--- src/rtl/ir_rx_pkg.sv ---
package ir_rx_pkg;
   // register word offsets
   localparam int OFF_DATA = 'h0;
   localparam int OFF_STAT = 'h4;
   localparam int OFF_IEN  = 'h8;

   // event indices and their bit positions in status / enable words
   localparam int EVT_N   = 3;
   localparam int EVT_OVF = 0;
   localparam int EVT_PKT = 1;
   localparam int EVT_DAV = 2;
   localparam int EVT_POS [EVT_N] = '{0, 1, 4};

   localparam int CNT_LSB = 8;   // fill level field in status
   localparam int LVL_LSB = 8;   // trigger field in enable word

   typedef logic [EVT_N-1:0] evt_vec_t;
endpackage

--- src/rtl/ir_rx_store.sv ---
module ir_rx_store #(
   parameter int DATA_W = 8,
   parameter int DEPTH  = 16,
   localparam int PTR_W = $clog2(DEPTH),
   localparam int CNT_W = PTR_W + 1
) (
   input  logic              clk,
   input  logic              rst_n,
   input  logic              wr_req,
   input  logic [DATA_W-1:0] wr_data,
   input  logic              rd_req,
   output logic [DATA_W-1:0] rd_data,
   output logic [CNT_W-1:0]  fill,
   output logic              full,
   output logic              empty
);
   logic [DATA_W-1:0] mem [DEPTH];
   logic [PTR_W-1:0]  wptr, rptr;
   logic              do_wr, do_rd;

   assign full  = (fill == CNT_W'(DEPTH));
   assign empty = (fill == '0);
   assign do_wr = wr_req && !full;
   assign do_rd = rd_req && !empty;
   assign rd_data = empty ? '0 : mem[rptr];

   always_ff @(posedge clk) begin
      if (do_wr) mem[wptr] <= wr_data;
   end

   always_ff @(posedge clk or negedge rst_n) begin
      if (!rst_n) begin
         wptr <= '0;
         rptr <= '0;
         fill <= '0;
      end else begin
         if (do_wr) wptr <= wptr + 1'b1;
         if (do_rd) rptr <= rptr + 1'b1;
         case ({do_wr, do_rd})
            2'b10:   fill <= fill + 1'b1;
            2'b01:   fill <= fill - 1'b1;
            default: fill <= fill;
         endcase
      end
   end
endmodule

--- src/rtl/ir_rx_events.sv ---
module ir_rx_events #(
   parameter int NUM = 3
) (
   input  logic           clk,
   input  logic           rst_n,
   input  logic [NUM-1:0] set,
   input  logic [NUM-1:0] clr,
   output logic [NUM-1:0] pend
);
   for (genvar i = 0; i < NUM; i++) begin : g_evt
      always_ff @(posedge clk or negedge rst_n) begin
         if (!rst_n)      pend[i] <= 1'b0;
         else if (set[i]) pend[i] <= 1'b1;
         else if (clr[i]) pend[i] <= 1'b0;
      end
   end
endmodule

--- src/rtl/ir_rx_fifo_irq.sv ---
module ir_rx_fifo_irq
   import ir_rx_pkg::*;
#(
   parameter int DATA_W    = 8,
   parameter int DEPTH     = 16,
   parameter int ADDR_W    = 4,
   parameter int BUS_W     = 32,
   parameter int LVL_W     = 4,
   parameter int CNT_FLD_W = 6
) (
   input  logic              clk,
   input  logic              rst_n,
   input  logic              push_valid,
   input  logic [DATA_W-1:0] push_data,
   input  logic              pkt_end,
   input  logic              bus_wr,
   input  logic              bus_rd,
   input  logic [ADDR_W-1:0] bus_addr,
   input  logic [BUS_W-1:0]  bus_wdata,
   output logic [BUS_W-1:0]  bus_rdata,
   output logic              irq
);
   localparam int PTR_W = $clog2(DEPTH);
   localparam int CNT_W = PTR_W + 1;

   if (DEPTH < 2 || (DEPTH & (DEPTH - 1)) != 0) begin : g_bad_depth
      $error("DEPTH must be a power of two of at least 2");
   end
   if (CNT_W > CNT_FLD_W) begin : g_bad_cnt
      $error("fill level does not fit its status field");
   end
   if ((1 << LVL_W) < DEPTH) begin : g_bad_lvl
      $error("trigger field cannot reach DEPTH");
   end
   if (BUS_W < CNT_LSB + CNT_FLD_W || BUS_W < LVL_LSB + LVL_W || DATA_W > BUS_W) begin : g_bad_bus
      $error("bus too narrow for the register layout");
   end

   // address decode
   logic sel_data, sel_stat, sel_ien;
   assign sel_data = (bus_addr == ADDR_W'(OFF_DATA));
   assign sel_stat = (bus_addr == ADDR_W'(OFF_STAT));
   assign sel_ien  = (bus_addr == ADDR_W'(OFF_IEN));

   // byte queue
   logic [DATA_W-1:0] q_head;
   logic [CNT_W-1:0]  fill_cnt;
   logic              q_full, q_empty;

   ir_rx_store #(.DATA_W(DATA_W), .DEPTH(DEPTH)) u_store (
      .clk     (clk),
      .rst_n   (rst_n),
      .wr_req  (push_valid),
      .wr_data (push_data),
      .rd_req  (bus_rd && sel_data),
      .rd_data (q_head),
      .fill    (fill_cnt),
      .full    (q_full),
      .empty   (q_empty)
   );

   // enable word
   evt_vec_t         ien_mask;
   logic [LVL_W-1:0] ien_lvl;

   always_ff @(posedge clk or negedge rst_n) begin
      if (!rst_n) begin
         ien_mask <= '0;
         ien_lvl  <= '0;
      end else if (bus_wr && sel_ien) begin
         for (int i = 0; i < EVT_N; i++) ien_mask[i] <= bus_wdata[EVT_POS[i]];
         ien_lvl <= bus_wdata[LVL_LSB +: LVL_W];
      end
   end

   // event flags
   logic [CNT_W:0] trig_thr;
   evt_vec_t       evt_set, evt_clr, evt_pend;

   assign trig_thr = (CNT_W+1)'(ien_lvl) + 1'b1;
   assign evt_set[EVT_OVF] = push_valid && q_full;
   assign evt_set[EVT_PKT] = pkt_end;
   assign evt_set[EVT_DAV] = ({1'b0, fill_cnt} >= trig_thr);

   for (genvar i = 0; i < EVT_N; i++) begin : g_clr
      assign evt_clr[i] = bus_wr && sel_stat && bus_wdata[EVT_POS[i]];
   end

   ir_rx_events #(.NUM(EVT_N)) u_events (
      .clk   (clk),
      .rst_n (rst_n),
      .set   (evt_set),
      .clr   (evt_clr),
      .pend  (evt_pend)
   );

   // read words
   logic [BUS_W-1:0] stat_word, ien_word, data_word;

   always_comb begin
      stat_word = '0;
      stat_word[CNT_LSB +: CNT_FLD_W] = CNT_FLD_W'(fill_cnt);
      ien_word = '0;
      ien_word[LVL_LSB +: LVL_W] = ien_lvl;
      for (int i = 0; i < EVT_N; i++) begin
         stat_word[EVT_POS[i]] = evt_pend[i];
         ien_word[EVT_POS[i]]  = ien_mask[i];
      end
      data_word = '0;
      data_word[DATA_W-1:0] = q_head;
   end

   always_comb begin
      bus_rdata = '0;
      if (bus_rd) begin
         if (sel_data)      bus_rdata = data_word;
         else if (sel_stat) bus_rdata = stat_word;
         else if (sel_ien)  bus_rdata = ien_word;
      end
   end

   assign irq = |(evt_pend & ien_mask);

   logic unused_q_empty;
   assign unused_q_empty = q_empty;
endmodule

--- config.mk ---
export PLATFORM = sky130hd
export DESIGN_NAME = ir_rx_fifo_irq
export DESIGN_NICKNAME = d
export VERILOG_FILES = /design/src/rtl/ir_rx_pkg.sv /design/src/rtl/ir_rx_store.sv /design/src/rtl/ir_rx_events.sv /design/src/rtl/ir_rx_fifo_irq.sv
export SDC_FILE = /design/constraint.sdc
export NUM_CORES = 1
export LEC_CHECK = 0
export ABC_AREA = 1
export CORE_MARGIN = 8
export CORE_UTILIZATION = 45
export DETAILED_ROUTE_END_ITERATION = 12
export MAX_ROUTING_LAYER = met4
export PLACE_DENSITY = 0.66
export SYNTH_ARGS = -nofsm -noshare
export SYNTH_HDL_FRONTEND = slang
export SYNTH_HIERARCHICAL = 1
export SYNTH_SLANG_ARGS = --single-unit
export TNS_END_PERCENT = 50
--- constraint.sdc ---
create_clock -name clk -period 2.4 [get_ports clk]
set_input_delay 0.48 -clock clk [delete_from_list [all_inputs] [get_ports clk]]
set_output_delay 0.48 -clock clk [all_outputs]
set_load 0.02 [all_outputs]
Yosys cells after proc, flatten, opt, wreduce, memory -nomap -nowiden

Memories as Yosys holds them, arrays and structs flattened.
Cells that the tools add are included.

Register bits after elaboration: 23
Bits in latches: 0
Bits in writable memories: 128
ROM bits: 0
Input port bits: 50
Output and inout bits: 33
Word-level logic and storage cells: 53
Memories kept: 1

Memory list:

| memory      | words | width | rd ports | clocked after memory_dff | wr ports | RTL line          | RTL |
|---|---|---|---|---|---|---|---|
| u_store.mem | 16    | 8     | 1        | 0                        | 1        | ir_rx_store.sv:17 | `logic [DATA_W-1:0] mem [DEPTH];` |

Add/subtract/negate cells: 5
Multiply operators: 0
Div/mod/pow operators: 0
$lt $le $gt $ge: 1
Eq/ne operators: 5
Shift-type cells: 0
Muxes and demuxes: 14
Bitwise gates (word level): 1
Reductions and logical operators: 18

Operators by type and width:

| cell                  | number |
|---|---|
| $mux W13              | 3 |
| $mux W12              | 1 |
| $pmux W5 S2           | 1 |
| $logic_and A1 B1 Y1   | 9 |
| $add A4 B1 Y4 const B | 2 |
| $mux W1               | 8 |
| $mux W8               | 1 |
| $reduce_bool A2 Y1    | 4 |
| $add A4 B1 Y5 const B | 1 |
| $add A5 B1 Y5 const B | 1 |
| $eq A5 B5 Y1 const B  | 1 |
| $ge A5 B5 Y1          | 1 |
| $logic_not A5 Y1      | 1 |
| $sub A5 B1 Y5 const B | 1 |
| $eq A4 B3 Y1 const B  | 1 |
| $eq A4 B4 Y1 const B  | 1 |
| $logic_not A4 Y1      | 1 |
| $and A3 B3 Y3         | 1 |
| $reduce_or A3 Y1      | 1 |
| $eq A2 B1 Y1 const B  | 1 |
| $eq A2 B2 Y1 const B  | 1 |
| $logic_not A1 Y1      | 2 |

Depth between registers and ports, before layout

Gate-level depths: netlist (run 1).

Depth after elaboration: 5
Gate-level depth with buffers: 15

Modules after synthesis

The synthesis (run 1) kept the hierarchy.

Modules (own cells, without submodules):

| module         | instances | cells each | area an instance (um^2) | seq. area each (um^2) |
|---|---|---|---|---|
| ir_rx_store    | 1         | 546        | 6084.6                  | 4169.0 |
| ir_rx_fifo_irq | 1         | 135        | 917.1                   | 175.2 |
| ir_rx_events   | 1         | 15         | 120.1                   | 75.1 |

Worst setup path after synthesis (run 1)

Ideal clock, no wire load.

Path type: input-to-reg
From: input port bus_addr[1]
To: register u_store.fill[4]
Arrival: 2157 ps
Path slack: 126 ps
Stages on the path: 14
Buffers on the path: 0
Cell sequence: nor2_4 > nand3_2 > inv_1 > nand2_2 > inv_2 > ha_1 > xor2_1 > ha_1 > a21o_1 > nand3_1 > nand2_1 > nand2_1 > nand3_1 > nand2_1

Longest elaborated chain between the ends: 5
Elaborated cells between the ends (all ways): 7
Those cells by class: eq/ne: 2; mux: 1; reduce/logical: 4

Ends and longest elaborated chain:

| item                                                     | RTL line             | RTL |
|---|---|---|
| start, declared                                          | ir_rx_fifo_irq.sv:18 | `input logic [ADDR_W-1:0] bus_addr,` |
| $logic_not A4 Y1 *                                       | ir_rx_fifo_irq.sv:41 | `assign sel_data = (bus_addr == ADDR_W'(OFF_DATA));` |
| $logic_and A1 B1 Y1 *                                    | ir_rx_fifo_irq.sv:55 | `.rd_req (bus_rd && sel_data),` |
| $logic_and A1 B1 Y1 *                                    | ir_rx_store.sv:24    | `assign do_rd = rd_req && !empty;` |
| named net u_store.do_rd                                  | ir_rx_store.sv:19    | `logic do_wr, do_rd;` |
| $eq A2 B1 Y1 / $eq A2 B2 Y1 (equally long branches)      | ir_rx_store.sv:39    | `case ({do_wr, do_rd})` |
| $pmux W5 S2 / $reduce_bool A2 Y1 (equally long branches) | n/a                  |  |
| end signal, assigned                                     | ir_rx_store.sv:40    | `2'b10: fill <= fill + 1'b1;` |
| end signal, assigned                                     | ir_rx_store.sv:41    | `2'b01: fill <= fill - 1'b1;` |
| end signal, assigned                                     | ir_rx_store.sv:42    | `default: fill <= fill;` |
| end, declared                                            | ir_rx_store.sv:13    | `output logic [CNT_W-1:0] fill,` |

The timed path passes the listed nets; every way through them passes the cells marked *.
A chain may end at the register's enable or synchronous reset.

Worst setup path after layout (run 1)

From: register u_store.rptr[0]
To: output port bus_rdata[1]

Longest elaborated chain between the ends: 4

Ends and longest elaborated chain:

| item                   | RTL line              | RTL |
|---|---|---|
| start, declared        | ir_rx_store.sv:18     | `logic [PTR_W-1:0] wptr, rptr;` |
| start signal, assigned | ir_rx_store.sv:38     | `if (do_rd) rptr <= rptr + 1'b1;` |
| $mem_v2 Z16 W8         | n/a                   |  |
| $mux W8                | ir_rx_store.sv:25     | `assign rd_data = empty ? '0 : mem[rptr];` |
| named net q_head[1]    | ir_rx_fifo_irq.sv:46  | `logic [DATA_W-1:0] q_head;` |
| $mux W13               | ir_rx_fifo_irq.sv:116 | `if (sel_data) bus_rdata = data_word;` |
| $mux W13               | ir_rx_fifo_irq.sv:115 | `if (bus_rd) begin` |
| end, declared          | ir_rx_fifo_irq.sv:20  | `output logic [BUS_W-1:0] bus_rdata,` |

The timed path passes the listed nets, and every way through them passes these cells.

==> results.txt, run 1 <==
Number of global-route vias before repair: 4,996
Status: complete, but fails checks
Final setup fails: 8
Final antenna-violating net count: 0
Maximum vdd drop: 0.7695 mV
RD Place Congestion: 0.8128
Ys Warns: 6
WP data arrival: 2.11 ns
Die Y: 141.8 um
Worst setup margin: -0.1896 ns
CTS hold repair buffers: 0
Number of I/O pins: 83
Post-DP HPWL: 10,880 um
Initial DRC count: 422
Pwr dens: 1159 nW/um^2
Final hold violation count: 0
Die X: 141.8 um
Seq/Total Area, Yosys: 62.05%
Final net count: 850
Netlist cell types: 29
Worst-skew pair later-pin latency: 0.42 ns
Post-Route WL: 17,690 um
Final worst path period need: 2.590 ns
TritonRoute pass-1 iters: 5
Startpoint types: register
Worst slack at placement: -0.3576 ns
Number of H-tree levels: 4
Die Footprint: 20,110 sq um
RSZ-0062 raised after global routing: true
Multi-input combinational cell area: 2390 sq um
Commonest non-fill, non-tap cell in the layout: nand2_1
Num CTS Buffers: 17
Worst-path clk slew: 0.06 ns
Clock buffer depth: 2
Failing checks: negative setup slack
Clk sink count: 151
CP cell instances: buf_4 > clkbuf_16 > nand2_1 > nand3_1 > nand3_2 > nand2_1 > nand2_1 > a21oi_1 > nand2_1 > nand2_1 > buf_6
Tot Pwr: 10,320 uW
Worst-Margin Slew: 0.7353 ns
Synthesized area: 7122 sq um
Layout overhead on the synthesized area: 25.07%
Fin crit share: 107.9%
Largest stage delay, worst path: 0.48 ns
Root Driver: clkbuf_16
Post-synth ARST share: 15.23%
Initial Util: 45.49%
Port bufs: 38
Core area: 15,660 sq um
FMAX: 0.3862 GHz
Maximum fanout along the worst path: 13
Floorplan row count: 46
Setup CP Type: reg -> out
Global-route wire length before repair: 26,500 um
Total track usage: 18.04%
Largest net degree at the start of global routing: 29
Fin. max-slew vios: 0
Critical Path End Type: output port
Most used flip-flop cell after synthesis: edfxtp_1
Main area contributors after synthesis: edfxtp_1 54%, nand2_1 12%, nand3_1 9.1%
Clk_skew: 0.01008 ns
Global route total overflow: 0
Register area: 4420 sq um
Post-synth top area share: 53.97%
Maxcap violations: 0
Worst min path class: in -> async
Via count: 5,193
Synthesized flop and latch total: 151
Post-synth EDFFs: 128
Initial antenna violation count: 0
Cell count after synthesis: 696
Pleak: 0.003662 uW
Inst Count DP: 970
Post-route insts no fill: 1,014
Fillers: 1,310
Drt wl/cell: 17.44 um
Ant. Diodes: 0
Area leader, netlist: edfxtp_1
Mean post-synth cell area: 10.23 sq um
Leading cell types in the layout, fill and taps excluded: 212 x nand2_1, 128 x edfxtp_1, 111 x nand3_1, 49 x buf_4, 38 x inv_1
Worst R2R Start: u_store/fill[0]$_DFFE_PN0P_
Layout cells sized above 1: 20.43%
CP Launch Point: u_store/rptr[0]$_DFFE_PN0P_
Worst path required time: 1.92 ns
CP most frequent cell: nand2_1
Vias/cell: 5.121
# DRC: 0
CP max stage cell: dfrtp_2
Rel. slew slack: 50.83%
CTS tree: yes
==> critical path, delay by kind of cell, from the launching register on <==
| kind | cells | cell delay, ns |
|---|---|---|
| buffers and inverters | 3 | 0.46 |
| AO/OA/AOI/OAI | 1 | 0.14 |
| AND/OR/NAND/NOR | 7 | 0.60 |
| flip-flops | 1 | 0.48 |
==> metrics by stage <==
| stage | cell area (sq um) | hold slack (ns) | setup TNS, ns | util (%) |
|---|---|---|---|---|
| floorplan | 7189 | 0.1844 | 0 | - |
| global placement | 7934 | 0.4886 | -3.496 | 50.68 |
| detailed placement | 7934 | 0.5080 | -4.146 | 50.68 |
| CTS | 8852 | 0.4378 | -1.179 | 56.55 |
| global route | 8907 | 0.4460 | -2.317 | 56.90 |
| finish | 8907 | 0.4323 | -1.298 | 56.90 |
==> final cells by class <==
type	instances	area share (%)
clock buffer	19	4.860
clock inverter	13	1.896
inverter	47	2.065
sequential	151	49.63
multi-input combinational	469	26.83
tap	216	3.034
timing repair buffer	99	11.69
==> final timing paths <==
path                                                 to  slack, ns  cells past startpoint
min in group clk           u_events/pend[0]$_DFFE_PN0P_       0.51                      2
hold / removal                   ien_lvl[0]$_DFFE_PN0P_       0.43                      2
setup / recovery                           bus_rdata[1]      -0.19                     11
max in group asynchronous   u_store/rptr[0]$_DFFE_PN0P_       1.70                      2
setup reg to reg            u_store/fill[4]$_DFFE_PN0P_       0.07                     15
hold reg to reg            u_events/pend[0]$_DFFE_PN0P_       0.51                      2
==> synth_stat cells, types with 9 or more instances <==
cell type,number
edfxtp_1,128
dfrtp_1,23
a21oi_1,16
nand2_1,223
buf_2,10
nor2_1,27
buf_6,9
inv_2,9
nand3_1,129
buf_4,25
ha_1,15
inv_1,38
==> layer usage <==
layer  routed length, um  GRT usage, %  vias up  share of wire, %
li1                    -             -     2487                 -
met2                8865         30.07      209                50
met1                7277         21.69     2468                41
met5                   0             -        -                 0
met4                 275         4.748        0               1.6
met3                1267         4.234       29               7.2
==> cell families (layout without fill, tap and decap cells) <==
family,after synthesis,count (layout),synth area share [%]
simple gates,392,392,23.75
flops,151,151,62.05
buf+inv,94,178,7.396
compound gates,32,32,2.758
fa+ha+maj,15,15,2.635
xor+xnor,11,11,1.353
other cells,1,19,0.05266
==> where the power goes <==
group | internal (uW) | total, uW | switching, uW
clock network | 1650 | 2730 | 1080
logic | 1680 | 4160 | 2480
registers | 3200 | 3440 | 236
total | 6530 | 10300 | 3790
==> sequential cells by signal, indices dropped and copies added (netlist names) <==
name,flops
u_events/pend,3
u_store/fill,5
u_store/wptr,4
ien_mask,3
u_store/rptr,4
ien_lvl,4
u_store/mem,128
==> repair_timing <==
item / in CTS / in global routing
cloned: 6 / 1
buffers inserted: 4 / 2
resized for setup: 86 / 22
pin swaps: 25 / 7
setup endpoints to repair: 13 / 15
endpoints found under the hold margin: 0 / 0
No activity file was read; power rests on OpenSTA's default activity.
==> inputs of run 2 (changes only) <==
--- a/config.mk
+++ b/config.mk
@@ -8,9 +8,11 @@
 export ABC_AREA = 1
 export CORE_MARGIN = 8
 export CORE_UTILIZATION = 45
+export CTS_CLUSTER_SIZE = 16
 export DETAILED_ROUTE_END_ITERATION = 12
 export MAX_ROUTING_LAYER = met4
 export PLACE_DENSITY = 0.66
+export SLEW_MARGIN = 20
 export SYNTH_ARGS = -nofsm -noshare
 export SYNTH_HDL_FRONTEND = slang
 export SYNTH_HIERARCHICAL = 1
==> results of run 2 <==
Same layout as run 1: the final DEF is identical, and so are final timing and power.
